--- config.mk ---
export PLATFORM = sky130hd
export DESIGN_NAME = flash_busy_status
export DESIGN_NICKNAME = d
export VERILOG_FILES = /design/src/rtl/flash_stat_pkg.sv /design/src/rtl/fbs_busy_timer.sv /design/src/rtl/fbs_status_gen.sv /design/src/rtl/fbs_rsp_stage.sv /design/src/rtl/flash_busy_status.sv
export SDC_FILE = /design/constraint.sdc
export NUM_CORES = 1
export LEC_CHECK = 0
export CORE_MARGIN = 2
export CORE_UTILIZATION = 40
export CTS_BUF_LIST = sky130_fd_sc_hd__clkbuf_2
export DETAILED_ROUTE_END_ITERATION = 10
export DONT_BUFFER_PORTS = 1
export SYNTH_ARGS = -nofsm -noshare
export SYNTH_HDL_FRONTEND = slang
export SYNTH_SLANG_ARGS = --single-unit
--- constraint.sdc ---
create_clock -name clk -period 2.48 [get_ports clk]
set_input_delay 0.496 -clock clk [delete_from_list [all_inputs] [get_ports clk]]
set_output_delay 0.496 -clock clk [all_outputs]
set_load 0.01 [all_outputs]
--- src/rtl/flash_stat_pkg.sv ---
package flash_stat_pkg;
  typedef enum logic [1:0] {
    OP_PROG     = 2'd0,
    OP_SECT     = 2'd1,
    OP_CHIP     = 2'd2,
    OP_CHIP_ALT = 2'd3
  } op_e;

  function automatic logic op_is_erase(input op_e o);
    return (o != OP_PROG);
  endfunction
endpackage

--- src/rtl/fbs_busy_timer.sv ---
module fbs_busy_timer
  import flash_stat_pkg::*;
#(
  parameter int PROG_CYCLES = 1750,
  parameter int SECT_CYCLES = 500000,
  parameter int CHIP_CYCLES = 150000000,
  parameter int CW          = 28
) (
  input  logic clk,
  input  logic rst_n,
  input  logic load,
  input  op_e  op,
  output logic busy
);
  localparam logic [CW-1:0] PROG_LD = CW'(PROG_CYCLES - 1);
  localparam logic [CW-1:0] SECT_LD = CW'(SECT_CYCLES - 1);
  localparam logic [CW-1:0] CHIP_LD = CW'(CHIP_CYCLES - 1);

  logic [CW-1:0] remain;
  logic [CW-1:0] load_val;

  always_comb begin
    unique case (op)
      OP_PROG: load_val = PROG_LD;
      OP_SECT: load_val = SECT_LD;
      default: load_val = CHIP_LD;
    endcase
  end

  always_ff @(posedge clk or negedge rst_n) begin
    if (!rst_n) begin
      busy   <= 1'b0;
      remain <= '0;
    end else if (load) begin
      busy   <= 1'b1;
      remain <= load_val;
    end else if (busy) begin
      if (remain == '0) busy <= 1'b0;
      else              remain <= remain - 1'b1;
    end
  end
endmodule

--- src/rtl/fbs_status_gen.sv ---
module fbs_status_gen
  import flash_stat_pkg::*;
#(
  parameter int DW = 8
) (
  input  logic          clk,
  input  logic          rst_n,
  input  logic          load,
  input  op_e           op,
  input  logic [DW-1:0] wr_data,
  input  logic          rd_fire,
  input  logic          busy,
  output logic [DW-1:0] stat_byte
);
  localparam int POLL_BIT = DW - 1;
  localparam int TOG_BIT  = DW - 2;

  logic poll_q;
  logic tog_q;

  always_ff @(posedge clk or negedge rst_n) begin
    if (!rst_n) begin
      poll_q <= 1'b0;
      tog_q  <= 1'b0;
    end else if (load) begin
      poll_q <= op_is_erase(op) ? 1'b0 : ~wr_data[POLL_BIT];
      tog_q  <= 1'b0;
    end else if (rd_fire && busy) begin
      tog_q  <= ~tog_q;
    end
  end

  always_comb begin
    stat_byte           = '0;
    stat_byte[POLL_BIT] = poll_q;
    stat_byte[TOG_BIT]  = tog_q;
  end
endmodule

--- src/rtl/fbs_rsp_stage.sv ---
module fbs_rsp_stage #(
  parameter int DW = 8
) (
  input  logic          clk,
  input  logic          rst_n,
  input  logic          in_valid,
  input  logic [DW-1:0] in_data,
  output logic          in_ready,
  output logic          out_valid,
  input  logic          out_ready,
  output logic [DW-1:0] out_data
);
  assign in_ready = !out_valid || out_ready;

  always_ff @(posedge clk or negedge rst_n) begin
    if (!rst_n) begin
      out_valid <= 1'b0;
      out_data  <= '0;
    end else if (in_valid && in_ready) begin
      out_valid <= 1'b1;
      out_data  <= in_data;
    end else if (out_ready) begin
      out_valid <= 1'b0;
    end
  end
endmodule

--- src/rtl/flash_busy_status.sv ---
module flash_busy_status
  import flash_stat_pkg::*;
#(
  parameter int PROG_CYCLES = 1750,
  parameter int SECT_CYCLES = 500000,
  parameter int CHIP_CYCLES = 150000000,
  parameter int DW          = 8
) (
  input  logic          clk,
  input  logic          rst_n,
  input  logic          start,
  input  logic [1:0]    op,
  input  logic [DW-1:0] wr_data,
  input  logic          rd_req_valid,
  output logic          rd_req_ready,
  input  logic [DW-1:0] arr_data,
  output logic          rsp_valid,
  input  logic          rsp_ready,
  output logic [DW-1:0] rsp_data,
  output logic          busy,
  output logic          start_dropped
);
  localparam int MAX_A  = (PROG_CYCLES > SECT_CYCLES) ? PROG_CYCLES : SECT_CYCLES;
  localparam int MAX_CY = (MAX_A > CHIP_CYCLES) ? MAX_A : CHIP_CYCLES;
  localparam int CW     = $clog2(MAX_CY + 1);

  op_e           op_q;
  logic          launch;
  logic          rd_fire;
  logic [DW-1:0] stat_byte;
  logic [DW-1:0] sel_data;

  assign op_q    = op_e'(op);
  assign launch  = start && !busy;
  assign rd_fire = rd_req_valid && rd_req_ready;
  assign sel_data = busy ? stat_byte : arr_data;

  fbs_busy_timer #(
    .PROG_CYCLES(PROG_CYCLES),
    .SECT_CYCLES(SECT_CYCLES),
    .CHIP_CYCLES(CHIP_CYCLES),
    .CW(CW)
  ) u_timer (
    .clk(clk), .rst_n(rst_n), .load(launch), .op(op_q), .busy(busy)
  );

  fbs_status_gen #(.DW(DW)) u_stat (
    .clk(clk), .rst_n(rst_n), .load(launch), .op(op_q), .wr_data(wr_data),
    .rd_fire(rd_fire), .busy(busy), .stat_byte(stat_byte)
  );

  fbs_rsp_stage #(.DW(DW)) u_rsp (
    .clk(clk), .rst_n(rst_n), .in_valid(rd_req_valid), .in_data(sel_data),
    .in_ready(rd_req_ready), .out_valid(rsp_valid), .out_ready(rsp_ready),
    .out_data(rsp_data)
  );

  always_ff @(posedge clk or negedge rst_n) begin
    if (!rst_n)               start_dropped <= 1'b0;
    else if (start && busy)   start_dropped <= 1'b1;
  end
endmodule

Yosys cells after proc, flatten, opt, wreduce, memory -nomap -nowiden
Index checks and enable logic that the tools add are counted.
- $add $sub $neg: 1
- equal/unequal tests: 2
- multiplexer cells: 13
- bitwise gates (word level): 2
- reduce and logical (&&, ||, !) cells: 14
- operator list (cell ; number):
    two-way mux 28 bit ; 3
    one-hot mux 28 bit (2 select lines) ; 1
    zero test 28 bit ; 1
    subtractor 28 x 1 -> 28 bit (second input constant) ; 1
    two-way mux 1 bit ; 8
    two-way mux 8 bit ; 1
    nonzero test 2 bit ; 4
    logical AND 1 bit ; 4
    equality test 2 x 1 -> 1 bit (second input constant) ; 1
    zero test 1 bit ; 2
    zero test 2 bit ; 1
    inequality test 2 bit (second input constant) ; 1
    NOT 1 bit ; 2
    AND reduction 2 bit ; 1
    logical OR 1 bit ; 1
- register bits after elaboration: 41
- input bits: 23

Logic depth before layout (Yosys ltp)
- depth in word-level cells: 6
- mapped depth: 8
- depth with buffers taken out: 7

By module
A second synthesis with hierarchy kept.
- cells, all modules: 231
- area, all modules: 2469.9 um^2
- by module, submodules not included (module ; instances ; cells an instance ; area an instance (um^2) ; sequential area each (um^2)):
    fbs_busy_timer ; 1 ; 182 ; 1744.2 ; 725.7
    fbs_rsp_stage ; 1 ; 20 ; 385.4 ; 225.2
    flash_busy_status ; 1 ; 13 ; 180.2 ; 25.0
    fbs_status_gen ; 1 ; 16 ; 160.2 ; 50.0

Least setup slack after synthesis
No wires, ideal clock.
- path type: reg2reg
- from: register u_timer.remain[0]
- to: register u_timer.remain[10]
- setup time: 82 ps
- data arrival time: 1756 ps
- required time: 2398 ps
- slack: 643 ps
- stages on the path, launching flop included: 7
- path buffers: 0
- cell sequence: dfrtp_1 > inv_1 > ha_1 > nor4bb_1 > o211ai_1 > or4_1 > a31oi_1
- word-level cells in the longest chain between the ends: 4
- elaborated cells on any way between the ends: 7
- ends and longest elaborated chain (item ; RTL line ; RTL):
    from (decl) ; fbs_busy_timer.sv:19 ; logic [CW-1:0] remain;
    from (signal assigned) ; fbs_busy_timer.sv:36 ; remain <= load_val;
    from (signal assigned) ; fbs_busy_timer.sv:39 ; else remain <= remain - 1'b1;
    subtractor 28 x 1 -> 28 bit ; fbs_busy_timer.sv:39 ;
    two-way mux 28 bit ; fbs_busy_timer.sv:38 ; if (remain == '0) busy <= 1'b0;
    two-way mux 28 bit ; fbs_busy_timer.sv:37 ; end else if (busy) begin
    two-way mux 28 bit ; fbs_busy_timer.sv:34 ; end else if (load) begin
Several ways; a longest one is shown, not always the timed one. The select of a mux whose other input is x is not followed.
A chain may end at the register's enable or synchronous reset.

Worst setup path in the final report
- from: register u_timer.remain[0]
- to: register u_timer.remain[7]
The elaborated chain is that of the path after synthesis.

==> impl_metrics.py <==
metrics = {
    "timing": {
        "whs_ps": 160,
        "finalSetupViolCount": 0,
        "slew_violations": 0,
        "skew_ps": 20.1,
        "fin_crit_sh_pct": 92.3,
        "fin_setup_tns_ps": 0,
        "hold_violations": 0,
        "rsz0062_at_grt": "no",
        "worst_pin_slew_ps": 667,
        "clock.fmax_mhz": 437,
        "fin_crit_ps": 2290,
        "slew-limit-headroom_pct": 55.4,
    },
    "grt": {
        "antenna_found_initial": 0,
        "globalRoute.totalOverflow": 0,
        "track_usage_pct": 16.8,
        "grt_pass1_wl_mm": 8.19,
        "grt_pass1_vias": 1638,
        "grt_max_degree": 42,
    },
    "worst_setup_path": {
        "critPathCaptureType": "flop",
        "cp.arrival_ps": 2580,
        "worstSetupPathType": "flop to flop",
        "r2r_setup_slack_ps": 190,
        "path_max_fanout": 10,
        "crit_required_ps": 2780,
        "r2r.worst_path.cells": 7,
        "worst_setup_path_start_kind": "flop",
    },
    "die": {
        "die_area_um2": 6170,
        "fp.dieW_um": 78.5,
        "die_y_um": 78.5,
        "rows": 27,
        "core_um2": 5440,
        "ioPinCount": 35,
        "initial_utilization_pct": 40.9,
    },
    "clock_tree": {
        "tritoncts": "built",
        "cts_hold_buf": 2,
        "clk_path_buf_depth": 2,
        "insertion_delay_ps": 400,
        "clk_pin_slew_ps": 210,
        "cts_resized": 0,
        "cts_root_buf": "clkbuf_2",
        "post-cts-setup-buffers": 0,
        "htreeDepth": 2,
        "cts.sinks": 41,
        "cts_inserted_buffers": 5,
    },
    "layout": {
        "finalInstanceArea_um2": 2390,
        "area_growth_pct": 7.49,
        "fin_nets": 252,
        "n_fill_cell": 524,
        "drive_gt1_share_pct": 13.6,
        "final_cells": 300,
        "diodes": 0,
    },
    "min_path": {
        "hp-class": "input pin to flop",
        "hold_path_depth": 1,
    },
    "power_and_ir_drop": {
        "worst_ir_drop_vdd_v": 0.000248,
        "power_density_nw_per_um2": 602,
        "p_leak_nw": 0.940,
    },
    "yosys": {
        "synth_common_cells": "dfrtp_1 (41), nand2_1 (20), a21oi_1 (16)",
        "syn_area_um2": 2220,
        "yosysSeqAreaShare_pct": 46.2,
        "synth_cells": 221,
        "synth_cell_types": 49,
        "ys_warn_count": 0,
        "synth_edf_count": 0,
        "synth_area_per_cell_um2": 10.1,
        "ys_top_cells_by_area": "dfrtp_1 (46%), xor2_1 (4.3%), nor4_4 (3.8%), a21oi_1 (3.6%), nand2_1 (3.4%)",
        "yosys.cell_count.top_type": "dfrtp_1",
        "synth_fp_nets": 246,
        "ys_seq_elements": 41,
        "async_reset_ff_share_pct": 100,
        "synth_ff_type": "dfrtp_1",
        "synth.top_cell.area_share_pct": 46.2,
        "synth_top_area_cell": "dfrtp_1",
    },
    "detailed_routing": {
        "num_vias": 1672,
        "ant_nets": 0,
        "wl_per_cell_um": 15.7,
        "via_per_inst": 5.57,
        "dr.pass1.iters": 4,
        "drt_iter0_markers": 110,
        "routed_wirelength_mm": 4.72,
        "drc_errors": 0,
    },
    "outcome": {
        "run_status": "complete, no violations",
    },
    "placement": {
        "port_buffers": 0,
        "placed_cells": 290,
        "placed_area_um2": 2320,
        "place_congestion": 0.783,
        "place_hpwl_mm": 3.27,
    },
    "job": {
        "max-cap-violations": 0,
    },
}
final timing paths:
check                                         from                 end
max in group asynchronous                    rst_n     u_rsp.out_valid
min in group asynchronous                    rst_n   u_timer.remain[2]
worst min-delay path                    wr_data[7]       u_stat.poll_q
worst max register to register   u_timer.remain[0]   u_timer.remain[7]
worst min register to register  u_timer.remain[26]  u_timer.remain[26]
worst max-delay path             u_timer.remain[0]   u_timer.remain[7]
critical path, cell delays in order (launching register included):
cell	delay, ps
dfrtp_1	500
inv_1	110
ha_1	140
nor4b_2	280
nand4_1	340
o21a_1	420
a311oi_2	320
nor3_2	50
placed cells by master (no fill, tap or decap), types with 2 or more instances in the layout:
master      n
nor4_4      4
nand2b_1    9
dfrtp_1    41
ha_1        2
xor2_1     11
buf_4       9
o31ai_1     2
inv_1       6
a311oi_1    2
nand2_1    20
and2_1      2
nand3_1     7
a21oi_1    16
or4_1       2
o2111ai_1   3
nand4_1     7
and3_1      3
a31oi_1     5
clkbuf_2    8
o21ai_0    13
a211oi_1    3
nor3_1      9
nor2_1     10
o211ai_1    4
mux2i_1     5
nor2b_1     3
kinds of logic after synthesis:
| group | share of synthesized area (%) |
|---|---|
| simple gates | 25.4 |
| compound gates | 16.9 |
| flops | 46.2 |
| buf+inv | 3.77 |
| xor+xnor | 4.34 |
| mux | 2.25 |
| fa+ha+maj | 1.13 |
state kept, by name (all words and copies together), names as in the netlist:
name / flops
u_rsp.out_valid: 1
u_stat.poll_q: 1
u_rsp.out_data: 8
u_stat.tog_q: 1
start_dropped: 1
u_timer.busy: 1
u_timer.remain: 28
routing by layer:
layer	wire length (µm)	vias up	GRT usage [%]
met5	0	-	0
met4	84	0	6.32
met3	202	8	4.37
met2	2080	32	24.4
met1	2350	809	24.2
li1	-	823	-
cell type report:
type                    count  area (µm²)  area share, %
multi-input cells         162        1110           46.6
flip-flops and latches     41        1030           43.0
repair buffers             11        97.6           4.09
well taps                  72        90.1           3.77
clock buffers               8        40.0           1.68
inverters                   6        22.5          0.943
through the flow:
| stage | power (W) | util (%) | worst slack, ps |
|---|---|---|---|
| 4_1_cts | 0.00145 | 43.9 | 256 |
| 3_5_place_dp | 0.00113 | 42.6 | 303 |
| 5_1_grt | 0.00153 | 43.9 | 57.1 |
| 2_1_floorplan | 0.00107 | - | 643 |
| 3_3_place_gp | 0.00113 | 42.6 | 325 |
| 6_report | 0.00144 | 43.9 | 192 |
power by group:
group	switching, W	internal (W)	total [W]
Combinational	0.000116	0.000123	0.000239
Sequential	0.000145	0.000753	0.000898
Clock	0.000216	0.0000831	0.000300
Power figures use the tool's default switching activity.
